[src/rtl/ea_est_pkg.sv]
package ea_est_pkg;

  typedef enum logic [2:0] {
    AM_DIRECT    = 3'd0,
    AM_BASE      = 3'd1,
    AM_INDEX     = 3'd2,
    AM_PAIR_FAST = 3'd3,
    AM_PAIR_SLOW = 3'd4
  } am_e;

  typedef enum logic [3:0] {
    OP_MOV_RI = 4'd0,
    OP_MOV_RR = 4'd1,
    OP_ADD_RR = 4'd2,
    OP_ADD_RI = 4'd3,
    OP_MOV_RM = 4'd4,
    OP_MOV_MR = 4'd5,
    OP_ADD_RM = 4'd6,
    OP_ADD_MR = 4'd7,
    OP_ADD_MI = 4'd8
  } op_e;

  localparam int unsigned XFER_PENALTY = 4;

endpackage

[src/rtl/ea_addr_gen.sv]
module ea_addr_gen
  import ea_est_pkg::*;
#(
  parameter int unsigned AW = 16
) (
  input  logic [2:0]    mode_i,
  input  logic [AW-1:0] base_i,
  input  logic [AW-1:0] index_i,
  input  logic [AW-1:0] disp_i,
  input  logic          disp_en_i,
  input  logic          disp8_i,
  output logic [AW-1:0] ea_o
);

  logic [AW-1:0] disp_ext;
  logic [AW-1:0] disp_term;
  logic [AW-1:0] base_term;
  logic [AW-1:0] index_term;

  assign disp_ext = disp8_i ? {{(AW-8){disp_i[7]}}, disp_i[7:0]} : disp_i;

  always_comb begin
    base_term  = '0;
    index_term = '0;
    disp_term  = disp_en_i ? disp_ext : '0;
    unique case (am_e'(mode_i))
      AM_BASE:      base_term  = base_i;
      AM_INDEX:     index_term = index_i;
      AM_PAIR_FAST,
      AM_PAIR_SLOW: begin
        base_term  = base_i;
        index_term = index_i;
      end
      default:      disp_term  = disp_ext;  // direct: displacement is the address
    endcase
  end

  assign ea_o = base_term + index_term + disp_term;

endmodule

[src/rtl/ea_cycle_lut.sv]
module ea_cycle_lut
  import ea_est_pkg::*;
#(
  parameter int unsigned CW = 8
) (
  input  logic [2:0]    mode_i,
  input  logic          disp_en_i,
  output logic [CW-1:0] ea_clk_o
);

  always_comb begin
    unique case (am_e'(mode_i))
      AM_BASE,
      AM_INDEX:     ea_clk_o = disp_en_i ? CW'(9)  : CW'(5);
      AM_PAIR_FAST: ea_clk_o = disp_en_i ? CW'(11) : CW'(7);
      AM_PAIR_SLOW: ea_clk_o = disp_en_i ? CW'(12) : CW'(8);
      default:      ea_clk_o = CW'(6);
    endcase
  end

endmodule

[src/rtl/op_cost.sv]
module op_cost
  import ea_est_pkg::*;
#(
  parameter int unsigned CW = 8
) (
  input  logic [3:0]    form_i,
  input  logic          word_i,
  input  logic          narrow_bus_i,
  input  logic          ea_lsb_i,
  input  logic [CW-1:0] ea_clk_i,
  output logic [CW-1:0] clk_o
);

  logic [CW-1:0] base_clk;
  logic [1:0]    xfers;
  logic [CW-1:0] pen_each;
  logic [CW-1:0] ea_part;

  always_comb begin
    xfers = 2'd0;
    unique case (op_e'(form_i))
      OP_MOV_RI: base_clk = CW'(4);
      OP_MOV_RR: base_clk = CW'(2);
      OP_ADD_RR: base_clk = CW'(3);
      OP_ADD_RI: base_clk = CW'(4);
      OP_MOV_RM: begin base_clk = CW'(8);  xfers = 2'd1; end
      OP_MOV_MR: begin base_clk = CW'(9);  xfers = 2'd1; end
      OP_ADD_RM: begin base_clk = CW'(9);  xfers = 2'd1; end
      OP_ADD_MR: begin base_clk = CW'(16); xfers = 2'd2; end
      OP_ADD_MI: begin base_clk = CW'(17); xfers = 2'd2; end
      default:   base_clk = CW'(2);
    endcase
  end

  // byte operands never pay; words pay on a narrow bus or an odd address
  assign pen_each = (word_i && (narrow_bus_i || ea_lsb_i)) ? CW'(XFER_PENALTY) : '0;
  assign ea_part  = (xfers != 2'd0) ? ea_clk_i : '0;
  assign clk_o    = base_clk + ea_part + (pen_each * CW'(xfers));

endmodule

[src/rtl/ea_clock_estimator.sv]
module ea_clock_estimator
  import ea_est_pkg::*;
#(
  parameter int unsigned AW = 16,
  parameter int unsigned CW = 8,
  parameter int unsigned TW = 32
) (
  input  logic          clk_i,
  input  logic          rst_ni,
  input  logic          in_valid_i,
  output logic          in_ready_o,
  input  logic [2:0]    mode_i,
  input  logic [AW-1:0] base_i,
  input  logic [AW-1:0] index_i,
  input  logic [AW-1:0] disp_i,
  input  logic          disp_en_i,
  input  logic          disp8_i,
  input  logic [3:0]    form_i,
  input  logic          word_i,
  input  logic          narrow_bus_i,
  output logic          out_valid_o,
  output logic [AW-1:0] ea_o,
  output logic [CW-1:0] clocks_o,
  output logic [TW-1:0] total_o
);

  logic [AW-1:0] ea_d;
  logic [CW-1:0] ea_clk;
  logic [CW-1:0] clk_d;
  logic          accept;
  logic          ready_q;
  logic          vld_q;
  logic [AW-1:0] ea_q;
  logic [CW-1:0] clk_q;
  logic [TW-1:0] tot_q;

  ea_addr_gen #(.AW(AW)) u_addr (
    .mode_i   (mode_i),
    .base_i   (base_i),
    .index_i  (index_i),
    .disp_i   (disp_i),
    .disp_en_i(disp_en_i),
    .disp8_i  (disp8_i),
    .ea_o     (ea_d)
  );

  ea_cycle_lut #(.CW(CW)) u_lut (
    .mode_i   (mode_i),
    .disp_en_i(disp_en_i),
    .ea_clk_o (ea_clk)
  );

  op_cost #(.CW(CW)) u_cost (
    .form_i      (form_i),
    .word_i      (word_i),
    .narrow_bus_i(narrow_bus_i),
    .ea_lsb_i    (ea_d[0]),
    .ea_clk_i    (ea_clk),
    .clk_o       (clk_d)
  );

  assign accept = in_valid_i && ready_q;

  always_ff @(posedge clk_i or negedge rst_ni) begin
    if (!rst_ni) begin
      ready_q <= 1'b0;
      vld_q   <= 1'b0;
      ea_q    <= '0;
      clk_q   <= '0;
      tot_q   <= '0;
    end else begin
      ready_q <= 1'b1;
      vld_q   <= accept;
      if (accept) begin
        ea_q  <= ea_d;
        clk_q <= clk_d;
        tot_q <= tot_q + TW'(clk_d);
      end
    end
  end

  assign in_ready_o  = ready_q;
  assign out_valid_o = vld_q;
  assign ea_o        = ea_q;
  assign clocks_o    = clk_q;
  assign total_o     = tot_q;


  total_acc_chk: assert property (@(posedge clk_i) disable iff (!rst_ni)
    out_valid_o |-> total_o == $past(total_o) + TW'(clocks_o));


  total_hold_chk: assert property (@(posedge clk_i) disable iff (!rst_ni)
    !out_valid_o |-> $stable(total_o));


  out_lat_chk: assert property (@(posedge clk_i) disable iff (!rst_ni)
    (in_valid_i && in_ready_o) |=> out_valid_o);


  no_spur_chk: assert property (@(posedge clk_i) disable iff (!rst_ni)
    !(in_valid_i && in_ready_o) |=> !out_valid_o);


  clk_range_chk: assert property (@(posedge clk_i) disable iff (!rst_ni)
    out_valid_o |-> (clocks_o >= CW'(2) && clocks_o <= CW'(37)));


  reg_form_chk: assert property (@(posedge clk_i) disable iff (!rst_ni)
    (in_valid_i && in_ready_o && form_i < 4'd4) |=> clocks_o <= CW'(4));


  byte_nopen_chk: assert property (@(posedge clk_i) disable iff (!rst_ni)
    (in_valid_i && in_ready_o && !word_i && form_i == 4'd7) |=> clocks_o <= CW'(28));

endmodule

[config.mk]
export PLATFORM = sky130hd
export DESIGN_NAME = ea_clock_estimator
export DESIGN_NICKNAME = d
export VERILOG_FILES = /design/src/rtl/ea_est_pkg.sv /design/src/rtl/ea_addr_gen.sv /design/src/rtl/ea_cycle_lut.sv /design/src/rtl/op_cost.sv /design/src/rtl/ea_clock_estimator.sv
export SDC_FILE = /design/constraint.sdc
export NUM_CORES = 1
export LEC_CHECK = 0
export BUFFER_PORTS_ARGS = -buffer_cell sky130_fd_sc_hd__clkbuf_2
export CORE_MARGIN = 8
export CORE_UTILIZATION = 48
export CTS_CLUSTER_DIAMETER = 30
export CTS_CLUSTER_SIZE = 30
export DETAILED_ROUTE_END_ITERATION = 12
export PLACE_DENSITY_LB_ADDON = 0.15
export REMOVE_ABC_BUFFERS = 1
export SLEW_MARGIN = 20
export SYNTH_ARGS = -nofsm -noshare
export SYNTH_HDL_FRONTEND = slang
export SYNTH_SLANG_ARGS = --single-unit
export TNS_END_PERCENT = 100
[constraint.sdc]
create_clock -name clk_i -period 2.12 [get_ports clk_i]
set_input_delay 0 -clock clk_i [delete_from_list [all_inputs] [get_ports clk_i]]
set_output_delay 0 -clock clk_i [all_outputs]
set_load 0.05 [all_outputs]
Word-level counts from Yosys, hierarchy flattened
Index checks and enable logic that the tools add are counted.
{ "op_classes": {"n_addsub": 5, "multipliers": 1, "n_eq_ne": 11, "mux": 13, "reduce_logical": 13} }
{ "ops": {"columns": ["cell", "count"], "rows": [
  ["two-way mux 16 bit", 5],
  ["adder 16 bit", 2],
  ["adder 32 x 8 -> 32 bit", 1],
  ["one-hot mux 5 bit (6 select lines)", 1],
  ["one-hot mux 8 bit (3 select lines)", 1],
  ["== test 4 x 3 -> 1 bit, second input constant", 4],
  ["OR reduction 3 bit", 3],
  ["adder 5 x 8 -> 8 bit", 1],
  ["adder 8 bit", 1],
  ["== test 4 x 2 -> 1 bit, second input constant", 2],
  ["multiplier 8 x 2 -> 8 bit", 1],
  ["two-way mux 4 bit", 2],
  ["two-way mux 8 bit", 1],
  ["OR reduction 2 bit", 4],
  ["== test 3 x 2 -> 1 bit, second input constant", 2],
  ["two-way mux 3 bit", 2],
  ["== test 4 bit, second input constant", 1],
  ["zero test 4 bit", 1],
  ["one-hot mux 2 bit (2 select lines)", 1],
  ["OR reduction 4 bit", 1],
  ["== test 3 x 1 -> 1 bit, second input constant", 1],
  ["== test 3 bit, second input constant", 1],
  ["logical AND 1 bit", 2],
  ["nonzero test 2 bit", 1],
  ["logical OR 1 bit", 1]
]} }
{ "totals": {"register_bits": 58, "inputBits": 62} }

Depth between registers and ports, before layout
Gate-level depths: netlist of the first run.
{ "depth": {"word_depth": 11, "ltp_mapped": 23, "mapped_depth_nobuf": 21} }

Cells and area by module
A second synthesis of the first run with hierarchy kept.
{ "unflattened": {"hier_cells": 550, "area_unflattened_um2": 4747.1} }
{ "modules_own_cells": {"columns": ["mod", "n_inst", "cells_per_inst", "area_per_inst_um2", "seq_area_each_um2"], "rows": [
  ["ea_clock_estimator", 1, 287, 2846.5, 1451.4],
  ["ea_addr_gen", 1, 186, 1317.5, 0.0],
  ["op_cost", 1, 65, 491.7, 0.0],
  ["ea_cycle_lut", 1, 12, 91.3, 0.0]
]} }

Worst setup path before layout of the first run
Ideal clock, no wire load.
{ "synth_path": {"path_type": "in2reg", "start": "input port mode_i[2]", "end": "register tot_q[25] (netlist: total_o[25])", "setup_time_ps": 145, "arrival_time_ps": 4832, "setup_slack_ps": -2857, "stages": 22, "n_path_buf": 2, "cell_sequence": "buf_4 > or3b_4 > o21ai_1 > clkbuf_1 > nand2_1 > fa_1 > inv_1 > o21ai_0 > nor2b_1 > ha_1 > fa_1 > ha_1 > a21o_1 > a21oi_1 > xnor2_1 > ha_1 > nor3_1 > inv_1 > a211oi_1 > nor3_1 > and3_1 > xor2_1"} }
{ "synth_via": {"elab_chain_len": 11} }
{ "synth_lines": {"columns": ["element", "line_no", "text"], "rows": [
  ["start, declared", "ea_clock_estimator.sv:12", "input logic [2:0] mode_i,"],
  ["== test 3 x 1 -> 1 bit (tied with other cells)", "ea_addr_gen.sv:26, ea_cycle_lut.sv:12", null],
  ["OR reduction 3 bit (no source line)", null, null],
  ["two-way mux 16 bit", "ea_addr_gen.sv:26", "unique case (am_e'(mode_i))"],
  ["adder 16 bit (2 in a row)", "ea_addr_gen.sv:38", "assign ea_o = base_term + index_term + disp_term;"],
  ["logical OR 1 bit", "op_cost.sv:36", "assign pen_each = (word_i && (narrow_bus_i || ea_lsb_i)) ? CW'(XFER_PENALTY) : '0;"],
  ["logical AND 1 bit", "op_cost.sv:36", null],
  ["two-way mux 3 bit", "op_cost.sv:36", null],
  ["multiplier 8 x 2 -> 8 bit", "op_cost.sv:38", "assign clk_o = base_clk + ea_part + (pen_each * CW'(xfers));"],
  ["adder 8 bit (*)", "op_cost.sv:38", null],
  ["via clk_d[5]", "ea_clock_estimator.sv:29", "logic [CW-1:0] clk_d;"],
  ["adder 32 x 8 -> 32 bit (*)", "ea_clock_estimator.sv:77", "tot_q <= tot_q + TW'(clk_d);"],
  ["end signal, assigned", "ea_clock_estimator.sv:77", null],
  ["end, declared", "ea_clock_estimator.sv:35", "logic [TW-1:0] tot_q;"]
]} }
Mark *: on every way through the listed nets, which the timed path passes. The rest lies on a longest branch.
A chain may end at the register's enable or synchronous reset.

Worst setup path after layout of the first run
{ "layout_path": {"start": "input port mode_i[1]", "end": "register tot_q[25] (netlist: total_o[25])"} }
The elaborated chain is that of the path after synthesis.

==> impl_metrics.csv, run 1 <==
group,metric,value,unit
setup_path,crit_family,"adder cells",
sta,timing.fmax,0.2439,GHz
setup_path,cp_data_arrival_time,4320,ps
sta,finalCritPeriodShare,193.4,%
setup_path,start_kind,"primary input",
global_routing,grt_pass1_vias,4457,
route,drt-pass1-iter-count,5,
route,wire_per_inst,15.53,um
run,max_cap_viol_count,0,
logic_synthesis,synth-xor-area-share,9.761,%
setup_path,cp_slowest_cell,"fa_1",
route,topRoutingLayerUsed,"met4",
die,die_x,110.6,um
pwr,p_total,5380,uW
logic_synthesis,netlist_area,4294,um2
die,ioPinCount,120,
cells_and_area,layoutNonFillerInstCount,782,
sta,setup_ws,-1981,ps
route,dr_wl_met2,6388,um
pwr,power_density,845.0,nW/um2
sta,setup_tns,-64930,ps
global_routing,grtUsageTotal,19.94,%
setup_path,rr_startpoint,"total_o[0]$_DFFE_PN0P_",
logic_synthesis,synthMuxAreaShare,2.855,%
logic_synthesis,synth-compound-area-share,13.55,%
setup_path,ff2ff_setup_slack,-160,ps
placement,gp_congestion,0.8509,
status,violations,"negative setup slack",
route,wl_met3,738,um
min_path,hp-class,"primary input to flip-flop",
global_routing,grt_overflow,0,
setup_path,ff2ff_path_depth,10,
die,die_h,110.6,um
min_path,hold_depth,4,
setup_path,cp_data_required_time,2340,ps
die,core,8721,um2
route,vias,4036,
sta,hold_viol_final,0,
logic_synthesis,yosys.area_share.simple,17.37,%
clock_tree,cts_made_buffers,9,
clock_tree,clockBufferDepth,2,
route,drt-initial-drc-count,126,
clock_tree,cts_tree,"yes",
route,met1_length,4794,um
sta,period_minus_slack,4101,ps
placement,place_inst,747,
route,drt_wl_total,12140,um
logic_synthesis,synth_area_per_cell,9.078,um2
min_path,worstHoldEndpoint,"ea_o[0]$_DFFE_PN0P_",
sta,worstMarginPinSlew,710.9,ps
die,initial_core_util,49.24,%
setup_path,worstPathMaxFanout,7,
sta,whs,119.9,ps
sta,setup_viol,48,
logic_synthesis,yosysWarnings,0,
cells_and_area,fin_util,73.00,%
route,routed_via_density,5.161,
setup_path,max_stage_delay,540,ps
clock_tree,htreeDepth,3,
sta,grt_setup_unrepaired,"yes",
clock_tree,clk_latency,340,ps
cells_and_area,n_antenna_cell,0,
sta,relSlewSlack,52.60,%
setup_path,crit_chain,"buf_6 -> or3b_4 -> buf_6 -> a21o_1 -> nand2_1 -> fa_1 -> inv_1 -> o21ai_2 -> nor2b_1 -> ha_1 -> fa_1 -> ha_4 -> a21o_1 -> a21oi_2 -> xnor2_1 -> ha_1 -> o21ai_1 -> nand2b_1 -> a21oi_2 -> buf_4 -> nor3_1 -> buf_4 -> and3_1 -> xor2_1",
cells_and_area,nNetsFinal,781,
logic_synthesis,yosysSeqAreaShare,33.22,%
clock_tree,clockRootBuffer,"clkbuf_8",
logic_synthesis,synth_fa_ha_area_share,17.89,%
status,outcome,"finished, violations left",
min_path,hold_start,"base_i[0]",
clock_tree,clock-sinks,57,
logic_synthesis,syn_inst,473,
sta,final_max_slew_viol_count,0,
sta,skew,17.13,ps
global_routing,grt_pass1_wl,20530,um
logic_synthesis,synth_seq_cells,57,
logic_synthesis,synth.distinct_cells,52,
clock_tree,path_clk_slew,80,ps
setup_path,path_class,"primary input to flip-flop",
placement,portBuffers,118,
cells_and_area,multi_input_area,3128,um2
cells_and_area,drive_gt1_share,45.40,%
cells_and_area,regArea,1426,um2
cells_and_area,areaGrowthSynthToFinish,48.25,%
setup_path,endpoint_kind,"flip-flop",
setup_path,reg2reg_to,"total_o[6]$_DFFE_PN0P_",
logic_synthesis,synth_top_family_by_area,"adder cells",
pwr,peakVddDrop,508.5,uV
route,ant_nets,0,
route,drcViolationCount,0,
cells_and_area,fillers,643,
pwr,leakage,0.003361,uW
global_routing,antenna_found_initial,0,
global_routing,grt_max_degree,58,
placement,dp.final_hpwl,8701,um
setup_path,crit_buf_inv,5,
die,dieArea,12230,um2
die,num_rows,34,
[routing by layer]
| metal | GRT usage [%] | up-vias |
|---|---|---|
| met5 | 0 | - |
| li1 | - | 1988 |
| met2 | 36.69 | 116 |
| met3 | 6.764 | 21 |
| met1 | 20.58 | 1911 |
| met4 | 6.486 | 0 |
[area by class of cell]
| type | count | share of cell area (%) |
|---|---|---|
| multi-input combinational | 359 | 49.14 |
| sequential | 57 | 22.41 |
| timing repair buffer | 200 | 20.28 |
| inverter | 42 | 2.476 |
| tap | 108 | 2.123 |
| clock buffer | 9 | 1.946 |
| clock inverter | 7 | 1.631 |
[cells in the final DEF, fill, tap and decap left out, types with 11 or more instances in the layout]
| master | count |
|---|---|
| xnor2_1 | 22 |
| buf_6 | 16 |
| nor2b_1 | 11 |
| clkbuf_2 | 117 |
| nor2_1 | 15 |
| buf_4 | 64 |
| nand2_1 | 70 |
| o21ai_1 | 18 |
| dfrtp_1 | 57 |
| xor2_1 | 17 |
| nand3_1 | 11 |
| fa_1 | 16 |
| a21o_1 | 11 |
| o21ai_0 | 13 |
| inv_1 | 36 |
| ha_4 | 11 |
| ha_1 | 18 |
[what timing repair did]
item,in CTS,in global routing
pin swaps,34,30
endpoints found under the hold margin,57,0
resized for setup,109,31
setup endpoints to repair,49,51
hold buffers,1,0
buffers inserted,23,10
[logic make-up after synthesis]
family,Yosys count
AND/OR/NAND/NOR,155
adder cells (fa/ha/maj),50
AO/OA/AOI/OAI,95
other,2
buffers and inverters,57
XOR/XNOR,46
flip-flops,57
multiplexers,11
[how the worst max path moves through the flow]
stage                   start  cells after the start  slack, ps                 endpoint
finish              mode_i[1]                     24      -1980  total_o[25]$_DFFE_PN0P_
global route        mode_i[1]                     22      -2190  total_o[28]$_DFFE_PN0P_
CTS                 mode_i[1]                     23      -1950  total_o[25]$_DFFE_PN0P_
detailed placement  mode_i[1]                     22      -2650  total_o[25]$_DFFE_PN0P_
global placement    mode_i[1]                     22      -2480  total_o[25]$_DFFE_PN0P_
floorplan           mode_i[1]                     20      -2700  total_o[25]$_DFFE_PN0P_
[sequential cells by signal, summed over array words and instances, names as in the netlist]
name,count
clocks_o,7
in_ready_o,1
out_valid_o,1
ea_o,16
total_o,32
[report_power, final]
part,leakage (uW),internal [uW],total [uW],switching [uW]
Sequential,0.000741,1260,1420,154
Combinational,0.00251,1190,2810,1620
Clock,0.000114,673,1150,479
Total,0.00336,3130,5380,2250
[stage by stage]
stage	setup WS (ps)	area [um2]
final	-1981	6366
after global routing	-2187	6366
after CTS	-1954	6259
after detailed placement	-2652	5428
after global placement	-2476	5428
after floorplan	-2705	4229
[cell usage after synthesis, drive strengths merged]
cell      n  area (um2)
xnor2    26       227.7
o211ai    1       7.510
dfrtp    57        1426
o21ai    40       203.9
xor2     19       166.4
mux2i     1       10.01
inv      42       157.6
o22ai     2       12.51
xor3      1       25.02
clkbuf   10       37.54
nand2b    4       25.02
o2111ai   1       8.760
or3b      1       11.26
o31ai     1       12.51
mux2     10       112.6
a32oi     1       8.760
a31oi     1       6.260
o21a      3       22.52
buf       5       27.52
nand4     6       52.55
a21oi    20       103.9
and4      2       17.52
a211o     1       8.760
and3b     1       8.760
o31a      1       8.760
or3       1       6.260
a31o      2       17.52
nor3b     1       7.510
and3      8       50.05
nand2    77       291.5
and2      1       6.260
nand3    12       60.06
nor3     13       65.06
a211oi    4       30.03
nor2     15       56.30
fa       19       380.4
a21o     12       90.09
conb      2       7.510
o311ai    2       17.52
ha       31       387.9
nor4      1       12.51
o21bai    3       22.52
nor2b    12       75.07
[worst register-to-register path, cell delays in order (launching register included)]
cell      delay, ps
dfrtp_1         390
ha_1            230
fa_1            430
a21o_1          240
a21oi_4         170
buf_6           100
buf_4           100
o21bai_1         90
a21oi_2         160
xor2_1          170
o21ai_1          70
(Power assumes the default switching activity.)
==> run 2, diff against run 1 <==
Settings changed: CAP_MARGIN set to 20, TNS_END_PERCENT 100 to 1.
==> impl_metrics.csv, run 2 (synthesis gave the netlist of run 1 again) <==
group,metric,value,unit
sta,finalCritPeriodShare,189.8,%
pwr,p_total,5023,uW
global_routing,grt_pass1_vias,4145,
cells_and_area,fin_util,67.95,%
global_routing,antenna_found_initial,0,
sta,setup_ws,-1904,ps
clock_tree,clockRootBuffer,"clkbuf_8",
pwr,power_density,847.7,nW/um2
clock_tree,cts_tree,"yes",
die,initial_core_util,49.24,%
sta,relSlewSlack,52.41,%
setup_path,endpoint_kind,"flip-flop",
cells_and_area,final_common_cell,"clkbuf_2",
cells_and_area,largest_reg_flops,32,
pwr,peakVddDrop,517.5,uV
setup_path,cp_data_required_time,2380,ps
setup_path,crit_chain,"buf_6 -> or3b_4 -> buf_6 -> a21o_1 -> nand2_1 -> fa_1 -> inv_1 -> o21ai_2 -> nor2b_1 -> ha_1 -> fa_1 -> ha_4 -> a21o_1 -> a21oi_2 -> xnor2_1 -> ha_1 -> o21ai_1 -> nand2b_1 -> a21oi_2 -> or3_4 -> nor3_2 -> xnor2_1",
placement,gp_congestion,0.8509,
sta,grt_setup_unrepaired,"yes",
placement,dp_slack,-2652,ps
die,core,8721,um2
die,ioPinCount,120,
route,routed_via_density,5.086,
sta,setup_viol,49,
setup_path,path_class,"primary input to flip-flop",
min_path,hp-class,"primary input to flip-flop",
sta,hold_viol_final,0,
setup_path,max_stage_delay,530,ps
run,max_cap_viol_count,0,
sta,skew,16.31,ps
route,drt-pass1-iter-count,4,
die,die_x,110.6,um
setup_path,start_kind,"primary input",
sta,whs,111.6,ps
placement,dpl_cell_area,5428,um2
placement,dp.final_hpwl,8701,um
cells_and_area,nNetsFinal,764,
setup_path,crit_family,"adder cells",
status,violations,"negative setup slack",
global_routing,grt_max_degree,58,
sta,worstMarginPinSlew,713.9,ps
route,drt_wl_total,11080,um
sta,timing.fmax,0.2485,GHz
clock_tree,htreeDepth,3,
sta,final_max_slew_viol_count,0,
route,wire_per_inst,14.48,um
setup_path,crit_buf_inv,3,
setup_path,cp_data_arrival_time,4280,ps
route,drcViolationCount,0,
cells_and_area,drive_gt1_share,38.66,%
cells_and_area,areaGrowthSynthToFinish,38.00,%
clock_tree,path_clk_slew,70,ps
cells_and_area,finalInstanceArea,5926,um2
cells_and_area,n_antenna_cell,0,
setup_path,worstPathMaxFanout,5,
setup_path,cp_slowest_cell,"fa_1",
global_routing,grt_pass1_wl,19220,um
clock_tree,cts_made_buffers,9,
die,dieArea,12230,um2
global_routing,grtUsageTotal,18.64,%
die,die_h,110.6,um
cells_and_area,final_cell_mix,"clkbuf_2, nand2_1, buf_4",
die,num_rows,34,
clock_tree,clk_latency,340,ps
route,vias,3891,
sta,period_minus_slack,4024,ps
route,drt-initial-drc-count,126,
pwr,leakage,0.003169,uW
clock_tree,clockBufferDepth,2,
global_routing,grt_overflow,0,
cells_and_area,fillers,724,
clock_tree,clock-sinks,57,
status,outcome,"finished, violations left",
route,ant_nets,0,
placement,portBuffers,118,
run 2: cell count changes in the layout (fill, tap and decap cells not counted), sizes merged:
cell,previous run,this run
buf,82,65
run 2: tightest hold or removal path, delay by kind of cell:
family                   cells  cell delay [ps]
AO/OA/AOI/OAI                1               80
AND/OR/NAND/NOR              1               60
buffers and inverters        1               90
adder cells (fa/ha/maj)      1              170
run 2: repair_timing:
action,in CTS,in global routing
hold buffers,1,0
gates cloned,0,0
pin swaps,14,12
hold endpoints to repair,57,0
buffers inserted,1,0
resized for setup,26,22
setup endpoints to repair,49,49
run 2: layout make-up:
class / count / area (um2) / share of cell area (%)
flip-flops and latches: 57 / 1426 / 24.07
well taps: 108 / 135.1 / 2.280
inverters: 42 / 157.7 / 2.660
multi-input cells: 359 / 2877 / 48.54
clock buffers: 9 / 123.9 / 2.090
clock inverters: 7 / 103.9 / 1.753
repair buffers: 183 / 1102 / 18.60
run 2: path summary, 6_finish.rpt:
| path | slack (ps) | endpoint | startpoint | cells after the start |
|---|---|---|---|---|
| max | -1900 | total_o[27]$_DFFE_PN0P_ | mode_i[1] | 22 |
| min | 110 | ea_o[0]$_DFFE_PN0P_ | disp_i[0] | 4 |
| max reg2reg | -130 | total_o[16]$_DFFE_PN0P_ | total_o[0]$_DFFE_PN0P_ | 9 |
| min reg2reg | 470 | total_o[31]$_DFFE_PN0P_ | total_o[31]$_DFFE_PN0P_ | 1 |
| max in group asynchronous | 1300 | ea_o[8]$_DFFE_PN0P_ | rst_ni | 3 |
| min in group asynchronous | 340 | total_o[2]$_DFFE_PN0P_ | rst_ni | 3 |
run 2: metal layers:
layer / routed length [um] / GRT usage [%] / part of all wire, %
met1: 4527 / 20.03 / 41
met2: 5662 / 33.39 / 51
met3: 704 / 5.790 / 6.4
met4: 182 / 6.847 / 1.6
met5: 0 / 0 / 0
run 2: report_power, final:
group | internal [uW] | leakage [uW] | switching (uW)
logic | 970 | 0.00231 | 1480
clock network | 673 | 0.000114 | 480
registers | 1260 | 0.000741 | 151
run 2: through the flow:
stage | instances | setup TNS [ps]
CTS | 765 | -63610
detailed placement | 747 | -92230
global route | 765 | -70350
finish | 765 | -61570
global placement | 747 | -86590
floorplan | 458 | -89760
==> run 3, diff against run 2 <==
Settings changed: CORE_UTILIZATION 48 to 35, TNS_END_PERCENT 1 to 50.
==> impl_metrics.csv, run 3 (synthesis gave the netlist of run 1 again) <==
group,metric,value,unit
status,outcome,"finished, violations left",
status,violations,"negative setup slack",
sta,setup_ws,-2018,ps
pwr,pwr-share-clk,28.8,%
placement,dp_slack,-2636,ps
clock_tree,clockBufferDepth,2,
clock_tree,clk_latency,320,ps
global_routing,grt_pass1_vias,4273,
sta,final_max_slew_viol_count,0,
die,ioPinCount,120,
cells_and_area,nNetsFinal,773,
die,num_rows,40,
placement,dp.final_hpwl,9219,um
setup_path,crit_buf_inv,4,
sta,skew,8.331,ps
sta,relSlewSlack,48.38,%
global_routing,grtUsageTotal,14.90,%
clock_tree,htreeDepth,3,
route,wire_per_inst,14.59,um
setup_path,cp_data_arrival_time,4380,ps
setup_path,crit_family,"adder cells",
placement,dpl_cell_area,5507,um2
cells_and_area,layoutNonFillerInstCount,813,
die,die_h,126.8,um
placement,portBuffers,118,
setup_path,worst_path_most_repeated_cell,"buf_6",
pwr,p_comb_share,45.2,%
placement,gp_congestion,0.8218,
global_routing,grt_max_degree,44,
route,vias,3891,
route,ant_nets,0,
sta,timing.fmax,0.2417,GHz
sta,grt_setup_unrepaired,"yes",
sta,worstMarginPinSlew,774.3,ps
sta,hold_viol_final,0,
cells_and_area,final_cell_mix,"clkbuf_2, nand2_1, buf_4",
pwr,seqPwrFrac,26.0,%
sta,setup_viol,49,
global_routing,grt_overflow,0,
setup_path,path_class,"primary input to flip-flop",
run,max_cap_viol_count,0,
cells_and_area,final_common_cell,"clkbuf_2",
cells_and_area,finalInstanceArea,6354,um2
min_path,hp-class,"primary input to flip-flop",
setup_path,start_kind,"primary input",
die,dieArea,16070,um2
route,drt-initial-drc-count,141,
setup_path,cp_slowest_cell,"fa_1",
pwr,power_density,858.6,nW/um2
sta,period_minus_slack,4138,ps
route,routed_via_density,4.786,
clock_tree,clockRootBuffer,"clkbuf_16",
pwr,peakVddDrop,399.3,uV
route,drt-pass1-iter-count,4,
cells_and_area,n_antenna_cell,0,
clock_tree,cts_tree,"yes",
cells_and_area,areaGrowthSynthToFinish,47.96,%
clock_tree,clock-sinks,57,
die,initial_core_util,35.75,%
sta,whs,145.0,ps
pwr,switching_share,39.97,%
route,drcViolationCount,0,
global_routing,antenna_found_initial,1,
global_routing,grt_pass1_wl,19710,um
cells_and_area,drive_gt1_share,43.09,%
placement,place_inst,790,
pwr,p_switching,2180,uW
setup_path,endpoint_kind,"flip-flop",
pwr,leakage,0.003381,uW
route,drt_wl_total,11870,um
setup_path,crit_chain,"buf_6 -> or3b_4 -> buf_6 -> a21o_1 -> nand2_2 -> fa_1 -> inv_1 -> o21ai_2 -> nor2b_1 -> ha_1 -> fa_1 -> ha_4 -> a21o_1 -> a21oi_2 -> xnor2_2 -> ha_4 -> buf_6 -> o21a_1 -> o211ai_1 -> a21oi_4 -> and3_4 -> xor2_1",
die,core,12010,um2
setup_path,cp_data_required_time,2360,ps
die,die_x,126.8,um
clock_tree,path_clk_slew,50,ps
cells_and_area,largest_reg_flops,32,
sta,finalCritPeriodShare,195.2,%
pwr,p_int,3275,uW
clock_tree,cts_made_buffers,9,
setup_path,max_stage_delay,560,ps
setup_path,worstPathMaxFanout,8,
## run 3: changes by cell type in the layout (fill, tap and decap cells not counted), moves of 5 or more
cell / change
clkbuf_8: -9
nand3_2: +5
nand3_1: -5
nand2_1: -6
clkbuf_16: +9
## run 3: worst paths after layout
check / startpoint / endpoint / slack, ps / cells past startpoint
max: mode_i[0] / total_o[28]$_DFFE_PN0P_ / -2020 / 22
min: index_i[0] / ea_o[0]$_DFFE_PN0P_ / 140 / 4
max reg2reg: total_o[0]$_DFFE_PN0P_ / total_o[16]$_DFFE_PN0P_ / -40 / 8
min reg2reg: ea_o[5]$_DFFE_PN0P_ / ea_o[5]$_DFFE_PN0P_ / 480 / 1
max in group asynchronous: rst_ni / clocks_o[0]$_DFFE_PN0P_ / 1120 / 3
min in group asynchronous: rst_ni / total_o[1]$_DFFE_PN0P_ / 290 / 2
## run 3: metal layers
metal	global-route usage, %	vias to the layer above	wire length [um]
met4	4.339	2	150
li1	-	1972	-
met5	0	-	9
met2	27.17	86	6154
met3	3.770	15	626
met1	16.75	1816	4923
## run 3: worst register-to-register path: stages, from the launching register on
cell	delay [ps]
dfrtp_1	370
ha_1	220
fa_1	400
a21o_1	220
a21oi_2	160
nand2b_1	200
a21oi_4	130
and3_4	210
xor2_1	130
## run 3: timing repair
action | in CTS | in global routing
endpoints found under the hold margin | 28 | 0
setup buffers | 1 | 4
setup endpoints to repair | 49 | 50
pin swaps | 5 | 41
hold buffers | 2 | 0
resized for setup | 17 | 77
## run 3: cell type report
| type | count | area, um2 |
|---|---|---|
| inverters | 42 | 157.7 |
| flip-flops and latches | 57 | 1426 |
| clock buffers | 9 | 225.2 |
| repair buffers | 192 | 1196 |
| multi-input cells | 359 | 3063 |
| fillers | 1124 | 5658 |
| well taps | 147 | 183.9 |
| clock inverters | 7 | 101.3 |
## run 3: stage by stage
| stage | utilization, % | setup TNS (ps) | power [uW] |
|---|---|---|---|
| 2_1_floorplan | - | -89760 | 2886 |
| 3_3_place_gp | 45.84 | -88750 | 3652 |
| 3_5_place_dp | 45.84 | -92260 | 3681 |
| 4_1_cts | 49.57 | -65840 | 5325 |
| 5_1_grt | 52.90 | -75240 | 5777 |
| 6_report | 52.90 | -67260 | 5455 |
## run 3: power groups by stage
stage | combinational, uW | clock (uW) | sequential, uW
after floorplan | 867 | 0 | 2020
after global placement | 2220 | 0 | 1430
after detailed placement | 2250 | 0 | 1430
after CTS | 2310 | 1600 | 1420
after global routing | 2680 | 1650 | 1450
final | 2460 | 1570 | 1420
